==> config.mk <==
export PLATFORM = sky130hd
export DESIGN_NAME = instr_stream_restorer
export DESIGN_NICKNAME = d
export VERILOG_FILES = /design/src/rtl/rstr_pkg.sv /design/src/rtl/rstr_block_table.sv /design/src/rtl/rstr_xform_mem.sv /design/src/rtl/rstr_lane_decode.sv /design/src/rtl/instr_stream_restorer.sv
export SDC_FILE = /design/constraint.sdc
export NUM_CORES = 2
export LEC_CHECK = 0
export ABC_AREA = 0
export ABC_CLOCK_PERIOD_IN_PS = 10200
export BUFFER_PORTS_ARGS = -buffer_cell sky130_fd_sc_hd__buf_2
export CORE_MARGIN = 1
export CORE_UTILIZATION = 45
export CTS_CLUSTER_DIAMETER = 150
export CTS_CLUSTER_SIZE = 10
export DETAILED_ROUTE_END_ITERATION = 16
export GPL_TIMING_DRIVEN = 0
export MAX_ROUTING_LAYER = met4
export PLACE_DENSITY_LB_ADDON = 0.15
export SYNTH_ARGS = -nofsm -noshare
export SYNTH_HDL_FRONTEND = slang
export SYNTH_SLANG_ARGS = --single-unit
==> constraint.sdc <==
create_clock -name clk -period 10.2 [get_ports clk]
set_clock_uncertainty 0.1 [all_clocks]
set_input_delay 2.04 -clock clk [delete_from_list [all_inputs] [get_ports clk]]
set_output_delay 2.04 -clock clk [all_outputs]
set_load 0.02 [all_outputs]
==> src/rtl/rstr_pkg.sv <==
package rstr_pkg;
  localparam int WORD_W      = 32;
  localparam int NUM_PARTS   = 6;
  localparam int CODE_W      = 2;
  localparam int TT_ENTRY_W  = NUM_PARTS * CODE_W + 1;
  localparam int NO_PART     = 7;

  typedef enum logic [1:0] {
    FN_KEEP = 2'b00,
    FN_INV  = 2'b01,
    FN_XOR  = 2'b10,
    FN_XNOR = 2'b11
  } fn_code_e;

  typedef struct packed {
    logic                          last;
    logic [NUM_PARTS*CODE_W-1:0]   codes;
  } tt_entry_t;

  // Field that owns a given bus bit; NO_PART for the two untouched bits.
  function automatic int bit_owner(input int b);
    if (b == 30 || b == 6) return NO_PART;
    if (b <= 4)            return 0;
    if (b <= 10)           return 1;
    if (b <= 15)           return 2;
    if (b <= 20)           return 3;
    if (b <= 25)           return 4;
    return 5;
  endfunction
endpackage

==> src/rtl/rstr_block_table.sv <==
module rstr_block_table
  import rstr_pkg::*;
#(
  parameter int DEPTH = 8,
  parameter int IDX_W = 6,
  localparam int AW = (DEPTH > 1) ? $clog2(DEPTH) : 1
) (
  input  logic              clk,
  input  logic              rst,
  input  logic              wr_en,
  input  logic [AW-1:0]     wr_slot,
  input  logic [WORD_W-1:0] wr_pc,
  input  logic [IDX_W-1:0]  wr_idx,
  input  logic [WORD_W-1:0] look_pc,
  output logic              hit,
  output logic [IDX_W-1:0]  hit_idx
);
  logic [WORD_W-1:0] pc_q  [DEPTH];
  logic [IDX_W-1:0]  idx_q [DEPTH];
  logic [DEPTH-1:0]  vld_q;
  logic [DEPTH-1:0]  match;

  always_ff @(posedge clk) begin
    if (rst)        vld_q <= '0;
    else if (wr_en) vld_q[wr_slot] <= 1'b1;
  end

  always_ff @(posedge clk) begin
    if (wr_en) begin
      pc_q[wr_slot]  <= wr_pc;
      idx_q[wr_slot] <= wr_idx;
    end
  end

  for (genvar g = 0; g < DEPTH; g++) begin : g_cmp
    assign match[g] = vld_q[g] && (pc_q[g] == look_pc);
  end

  // Lowest slot wins: scan downward so the last assignment is the lowest hit.
  always_comb begin
    hit     = 1'b0;
    hit_idx = '0;
    for (int i = DEPTH - 1; i >= 0; i--) begin
      if (match[i]) begin
        hit     = 1'b1;
        hit_idx = idx_q[i];
      end
    end
  end
endmodule

==> src/rtl/rstr_xform_mem.sv <==
module rstr_xform_mem
  import rstr_pkg::*;
#(
  parameter int DEPTH = 64,
  localparam int AW = (DEPTH > 1) ? $clog2(DEPTH) : 1
) (
  input  logic          clk,
  input  logic          wr_en,
  input  logic [AW-1:0] wr_addr,
  input  tt_entry_t     wr_data,
  input  logic [AW-1:0] rd_addr,
  output tt_entry_t     rd_data
);
  tt_entry_t mem [DEPTH];

  always_ff @(posedge clk) begin
    if (wr_en) mem[wr_addr] <= wr_data;
  end

  assign rd_data = mem[rd_addr];
endmodule

==> src/rtl/rstr_lane_decode.sv <==
module rstr_lane_decode
  import rstr_pkg::*;
(
  input  logic                        en,
  input  logic [NUM_PARTS*CODE_W-1:0] codes,
  input  logic [WORD_W-1:0]           enc_word,
  input  logic [WORD_W-1:0]           prev_word,
  output logic [WORD_W-1:0]           plain_word
);
  for (genvar g = 0; g < WORD_W; g++) begin : g_bit
    localparam int P = bit_owner(g);
    if (P == NO_PART) begin : g_fixed
      assign plain_word[g] = enc_word[g];
    end else begin : g_coded
      fn_code_e fn;
      assign fn = fn_code_e'(codes[P*CODE_W +: CODE_W]);
      always_comb begin
        if (!en) plain_word[g] = enc_word[g];
        else begin
          case (fn)
            FN_KEEP: plain_word[g] = enc_word[g];
            FN_INV:  plain_word[g] = ~enc_word[g];
            FN_XOR:  plain_word[g] = enc_word[g] ^ prev_word[g];
            default: plain_word[g] = ~(enc_word[g] ^ prev_word[g]);
          endcase
        end
      end
    end
  end
endmodule

==> src/rtl/instr_stream_restorer.sv <==
module instr_stream_restorer
  import rstr_pkg::*;
#(
  parameter int BT_DEPTH = 8,
  parameter int TT_DEPTH = 64,
  localparam int BT_AW  = (BT_DEPTH > 1) ? $clog2(BT_DEPTH) : 1,
  localparam int TT_AW  = (TT_DEPTH > 1) ? $clog2(TT_DEPTH) : 1,
  localparam int CFG_AW = (BT_AW > TT_AW) ? BT_AW : TT_AW,
  localparam int CFG_DW = WORD_W + TT_AW
) (
  input  logic              clk,
  input  logic              rst,
  input  logic              cfg_we,
  input  logic              cfg_tt_sel,
  input  logic [CFG_AW-1:0] cfg_addr,
  input  logic [CFG_DW-1:0] cfg_wdata,
  input  logic              fetch_valid,
  input  logic [WORD_W-1:0] fetch_pc,
  input  logic [WORD_W-1:0] fetch_word,
  output logic              out_valid,
  output logic [WORD_W-1:0] out_word
);
  logic              active_q;
  logic [TT_AW-1:0]  tt_ptr_q;
  logic [WORD_W-1:0] next_pc_q;
  logic [WORD_W-1:0] prev_word_q;

  logic              bt_we, tt_we;
  logic              bt_hit;
  logic [TT_AW-1:0]  bt_idx;
  tt_entry_t         tt_cur;
  logic              seq_hit;
  logic [WORD_W-1:0] restored;

  assign bt_we = cfg_we && !cfg_tt_sel && ((cfg_addr >> BT_AW) == '0);
  assign tt_we = cfg_we &&  cfg_tt_sel && ((cfg_addr >> TT_AW) == '0);

  rstr_block_table #(.DEPTH(BT_DEPTH), .IDX_W(TT_AW)) u_bt (
    .clk     (clk),
    .rst     (rst),
    .wr_en   (bt_we),
    .wr_slot (cfg_addr[BT_AW-1:0]),
    .wr_pc   (cfg_wdata[WORD_W-1:0]),
    .wr_idx  (cfg_wdata[WORD_W +: TT_AW]),
    .look_pc (fetch_pc),
    .hit     (bt_hit),
    .hit_idx (bt_idx)
  );

  rstr_xform_mem #(.DEPTH(TT_DEPTH)) u_tt (
    .clk     (clk),
    .wr_en   (tt_we),
    .wr_addr (cfg_addr[TT_AW-1:0]),
    .wr_data (tt_entry_t'(cfg_wdata[TT_ENTRY_W-1:0])),
    .rd_addr (tt_ptr_q),
    .rd_data (tt_cur)
  );

  assign seq_hit = active_q && (fetch_pc == next_pc_q);

  rstr_lane_decode u_dec (
    .en         (seq_hit),
    .codes      (tt_cur.codes),
    .enc_word   (fetch_word),
    .prev_word  (prev_word_q),
    .plain_word (restored)
  );

  always_ff @(posedge clk) begin
    if (rst) begin
      out_valid   <= 1'b0;
      out_word    <= '0;
      active_q    <= 1'b0;
      tt_ptr_q    <= '0;
      next_pc_q   <= '0;
      prev_word_q <= '0;
    end else begin
      out_valid <= fetch_valid;
      if (fetch_valid) begin
        out_word    <= restored;
        prev_word_q <= fetch_word;
        if (seq_hit) begin
          if (tt_cur.last) begin
            active_q <= 1'b0;
          end else begin
            tt_ptr_q  <= tt_ptr_q + 1'b1;
            next_pc_q <= next_pc_q + 32'd4;
          end
        end else if (bt_hit) begin
          active_q  <= 1'b1;
          tt_ptr_q  <= bt_idx;
          next_pc_q <= fetch_pc + 32'd4;
        end else begin
          active_q <= 1'b0;
        end
      end
    end
  end
endmodule

==> flow_summary.json <==
{
  "synth_compound_area_frac": 0.0314,
  "seq_area_frac_synth": 0.705,
  "synth_seq_cells": 1252,
  "syn_to_final_growth_pct": 15.1,
  "io_pins": 146,
  "port_buffers": 134,
  "place_hpwl_um": 108000,
  "synth_top_area_frac": 0.660,
  "die_area_um2": 116000,
  "yosys_warnings": 0,
  "coreArea_um2": 113000,
  "timing.hold.ws_ns": 0.373,
  "clkSinkCount": 1252,
  "clk_pin_slew_worst_paths_ns": 0.06,
  "drt_iter0_drc": 3512,
  "worst_pin_slew_ns": 1.41,
  "max_freq_ghz": 0.164,
  "end_kind": "flop",
  "cts_hold_buf": 0,
  "wl_per_cell_um": 33.4,
  "critPathRequiredTime_ns": 10.73,
  "grt-ovfl-total": 0,
  "synth_top_family_by_area": "multiplexers",
  "clock_latency_ns": 0.77,
  "seq_area_um2": 36400,
  "p_leak_uw": 0.0187,
  "cts_made_buffers": 143,
  "antenna_found_initial": 12,
  "grt_start_max_net_pins": 73,
  "synth_fp_nets": 3101,
  "syn-cell-area_um2": 51700,
  "layout_min_cycle_time_ns": 6.11,
  "async_reset_ff_frac": 0,
  "setup_viol": 0,
  "maxCapViolations": 0,
  "fp-row-count": 123,
  "worstSetupPathType": "in -> reg",
  "dp_slack_ns": 3.34,
  "via_count": 29900,
  "grt_pass1_wl_um": 227000,
  "cp-start-kind": "primary input",
  "rsz0062_at_grt": "no",
  "cts_tree": "yes",
  "reg2reg_depth": 11,
  "grt_pass1_vias": 29700,
  "final_util": 0.526,
  "irDropWorstVdd_mv": 0.158,
  "relSlewSlack": 0.0503,
  "viasPerCell": 6.12,
  "finalHoldViolCount": 0,
  "synth_edf_count": 1136,
  "outcome": "complete, no violations",
  "post_cts.repair.setup_buffers": 0,
  "reg2reg_slack_ns": 4.79,
  "synth_simple_gate_area_frac": 0.0690,
  "r2r-end": "out_word[19]$_SDFFE_PP0P_",
  "wl_um": 163000,
  "synth-adder-area-share": 0.000484,
  "synth_area_per_cell_um2": 17.3,
  "ys.flop_type": "edfxtp_1",
  "synth.area.mux_share": 0.116,
  "cts.path.max_buffers": 3,
  "path_max_fanout": 10,
  "finalNetCount": 3442,
  "fill_cells": 9104,
  "multi_input_area_um2": 14500,
  "yosys.area.top_type": "edfxtp_1",
  "arrival_ns": 6.65,
  "synthXorXnorAreaFrac": 0.0592,
  "drtPass1Iterations": 5,
  "die_h_um": 341,
  "drive_above_1_share": 0.234,
  "detail-route-antenna-nets": 0,
  "timing.final.ws_setup_ns": 4.09,
  "gp_congestion": 0.910,
  "syn_inst": 2986,
  "cts-resized-gates": 0,
  "slew_viol_final": 0,
  "cts-root-buf": "clkbuf_16",
  "initial_utilization": 0.457,
  "tns_ns": 0,
  "hold_path_class": "reg -> reg",
  "synth_area_leaders": "edfxtp_1 66%, mux4_2 10%, dfxtp_1 4.5%",
  "fin_crit_sh": 0.599,
  "power.density_nw_per_um2": 178,
  "ys_types": 78,
  "drc": 0,
  "grt_usage": 0.291,
  "critPathLaunch": "fetch_pc[7]",
  "dieWidth_um": 341,
  "htree_levels": 4
}
## registers in the layout, summed over array words and instances, names as in the netlist, named ones only
register,count
active_q,1
next_pc_q,32
out_valid,1
out_word,32
prev_word_q,30
tt_ptr_q,6
u_bt.idx_q,48
u_bt.pc_q,256
u_bt.vld_q,8
u_tt.mem,832
## where the power goes
part	internal, uW	switching (uW)
Sequential	5630	13.5
Clock	2580	1980
Combinational	99.4	303
## critical path, cell delays in order
cell,delay [ns]
clkbuf_1,0.71
buf_2,0.50
xnor2_1,0.20
nand4_1,0.12
or4_1,0.40
nor3_1,1.07
nor4_1,0.24
a311oi_2,0.52
buf_2,0.35
nor2_1,0.09
a311oi_1,0.39
## cell type report
cell class	count	share of cell area
Sequential cell	1252	0.613
Multi-Input combinational cell	1546	0.244
Buffer	165	0.0150
Clock inverter	12	0.00278
Inverter	23	0.00145
Timing Repair Buffer	196	0.0288
Antenna cell	10	0.000421
Clock buffer	179	0.0635
Tap cell	1500	0.0316
## cells in the mapped netlist (4+ instances only)
cell type / n
xor2_1: 211
or2_2: 6
buf_6: 21
mux4_2: 236
buf_4: 5
nor4b_1: 5
inv_1: 23
nand3_1: 49
o21a_1: 12
dfxtp_1: 116
nand4_1: 49
xnor2_1: 138
o31a_1: 5
nand4b_1: 13
nor2_1: 204
a22oi_1: 14
nand2b_1: 18
a211oi_1: 38
nand2_1: 91
edfxtp_1: 1136
nor3_1: 31
o22ai_1: 5
or4_1: 17
and3_1: 15
nor4_1: 86
a21oi_1: 28
or3_1: 38
clkbuf_1: 67
mux2_2: 12
buf_2: 59
and4_1: 5
a311oi_1: 30
o31ai_1: 6
nor2b_1: 13
mux2i_1: 50
nor3b_1: 4
nand3b_1: 9
and2_1: 5
o2111ai_1: 4
or3b_2: 5
a22o_1: 4
o21ai_0: 31
buf_1: 12
## logic make-up (layout without fill, tap and decap cells)
logic type	count (synthesis)	in the layout
other cells	0	10
compound gates	216	216
simple gates	679	679
mux	300	300
buf+inv	188	575
fa+ha+maj	2	2
flops	1252	1252
xor+xnor	349	349
## how the worst min path moves through the flow
stage,from,cells after the start,to,slack (ns)
after global routing,prev_word_q[0]$_SDFFE_PP0P_,2,prev_word_q[0]$_SDFFE_PP0P_,0.40
after floorplan,prev_word_q[31]$_SDFFE_PP0P_,2,prev_word_q[31]$_SDFFE_PP0P_,0.34
after global placement,prev_word_q[31]$_SDFFE_PP0P_,2,prev_word_q[31]$_SDFFE_PP0P_,0.35
after CTS,prev_word_q[31]$_SDFFE_PP0P_,2,prev_word_q[31]$_SDFFE_PP0P_,0.37
final,prev_word_q[31]$_SDFFE_PP0P_,2,prev_word_q[31]$_SDFFE_PP0P_,0.37
after detailed placement,prev_word_q[31]$_SDFFE_PP0P_,2,prev_word_q[31]$_SDFFE_PP0P_,0.36
## per-layer routing
| layer | up-vias | global-route usage | part of all wire |
|---|---|---|---|
| met5 | - | - | 0 |
| met4 | 0 | 0.116 | 0.040 |
| met3 | 298 | 0.0521 | 0.081 |
| met2 | 1476 | 0.463 | 0.49 |
| met1 | 15600 | 0.371 | 0.39 |
| li1 | 12500 | - | - |
## metrics by stage
step	area [um2]	power (uW)	instances
global placement	54200	6130	4620
CTS	59400	10700	4873
finish	59500	10600	4883
floorplan	51700	5910	2986
detailed placement	55500	6140	4682
global route	59500	10900	4882
## cells in the final DEF, fill, tap and decap left out, types with 23 or more instances in the layout
cell / synthesis / layout
a211oi_1: 38 / 38
a21oi_1: 28 / 28
a311oi_1: 30 / 30
buf_2: 59 / 181
buf_6: 21 / 24
buf_8: 0 / 44
clkbuf_1: 67 / 99
clkbuf_16: 0 / 146
dfxtp_1: 116 / 116
edfxtp_1: 1136 / 1136
inv_1: 23 / 23
mux2i_1: 50 / 50
mux4_2: 236 / 236
nand2_1: 91 / 91
nand3_1: 49 / 49
nand4_1: 49 / 49
nor2_1: 204 / 132
nor2_2: 0 / 64
nor3_1: 31 / 31
nor4_1: 86 / 84
o21ai_0: 31 / 31
or3_1: 38 / 38
xnor2_1: 138 / 138
xor2_1: 211 / 211
No activity file was read; power rests on OpenSTA's default activity.
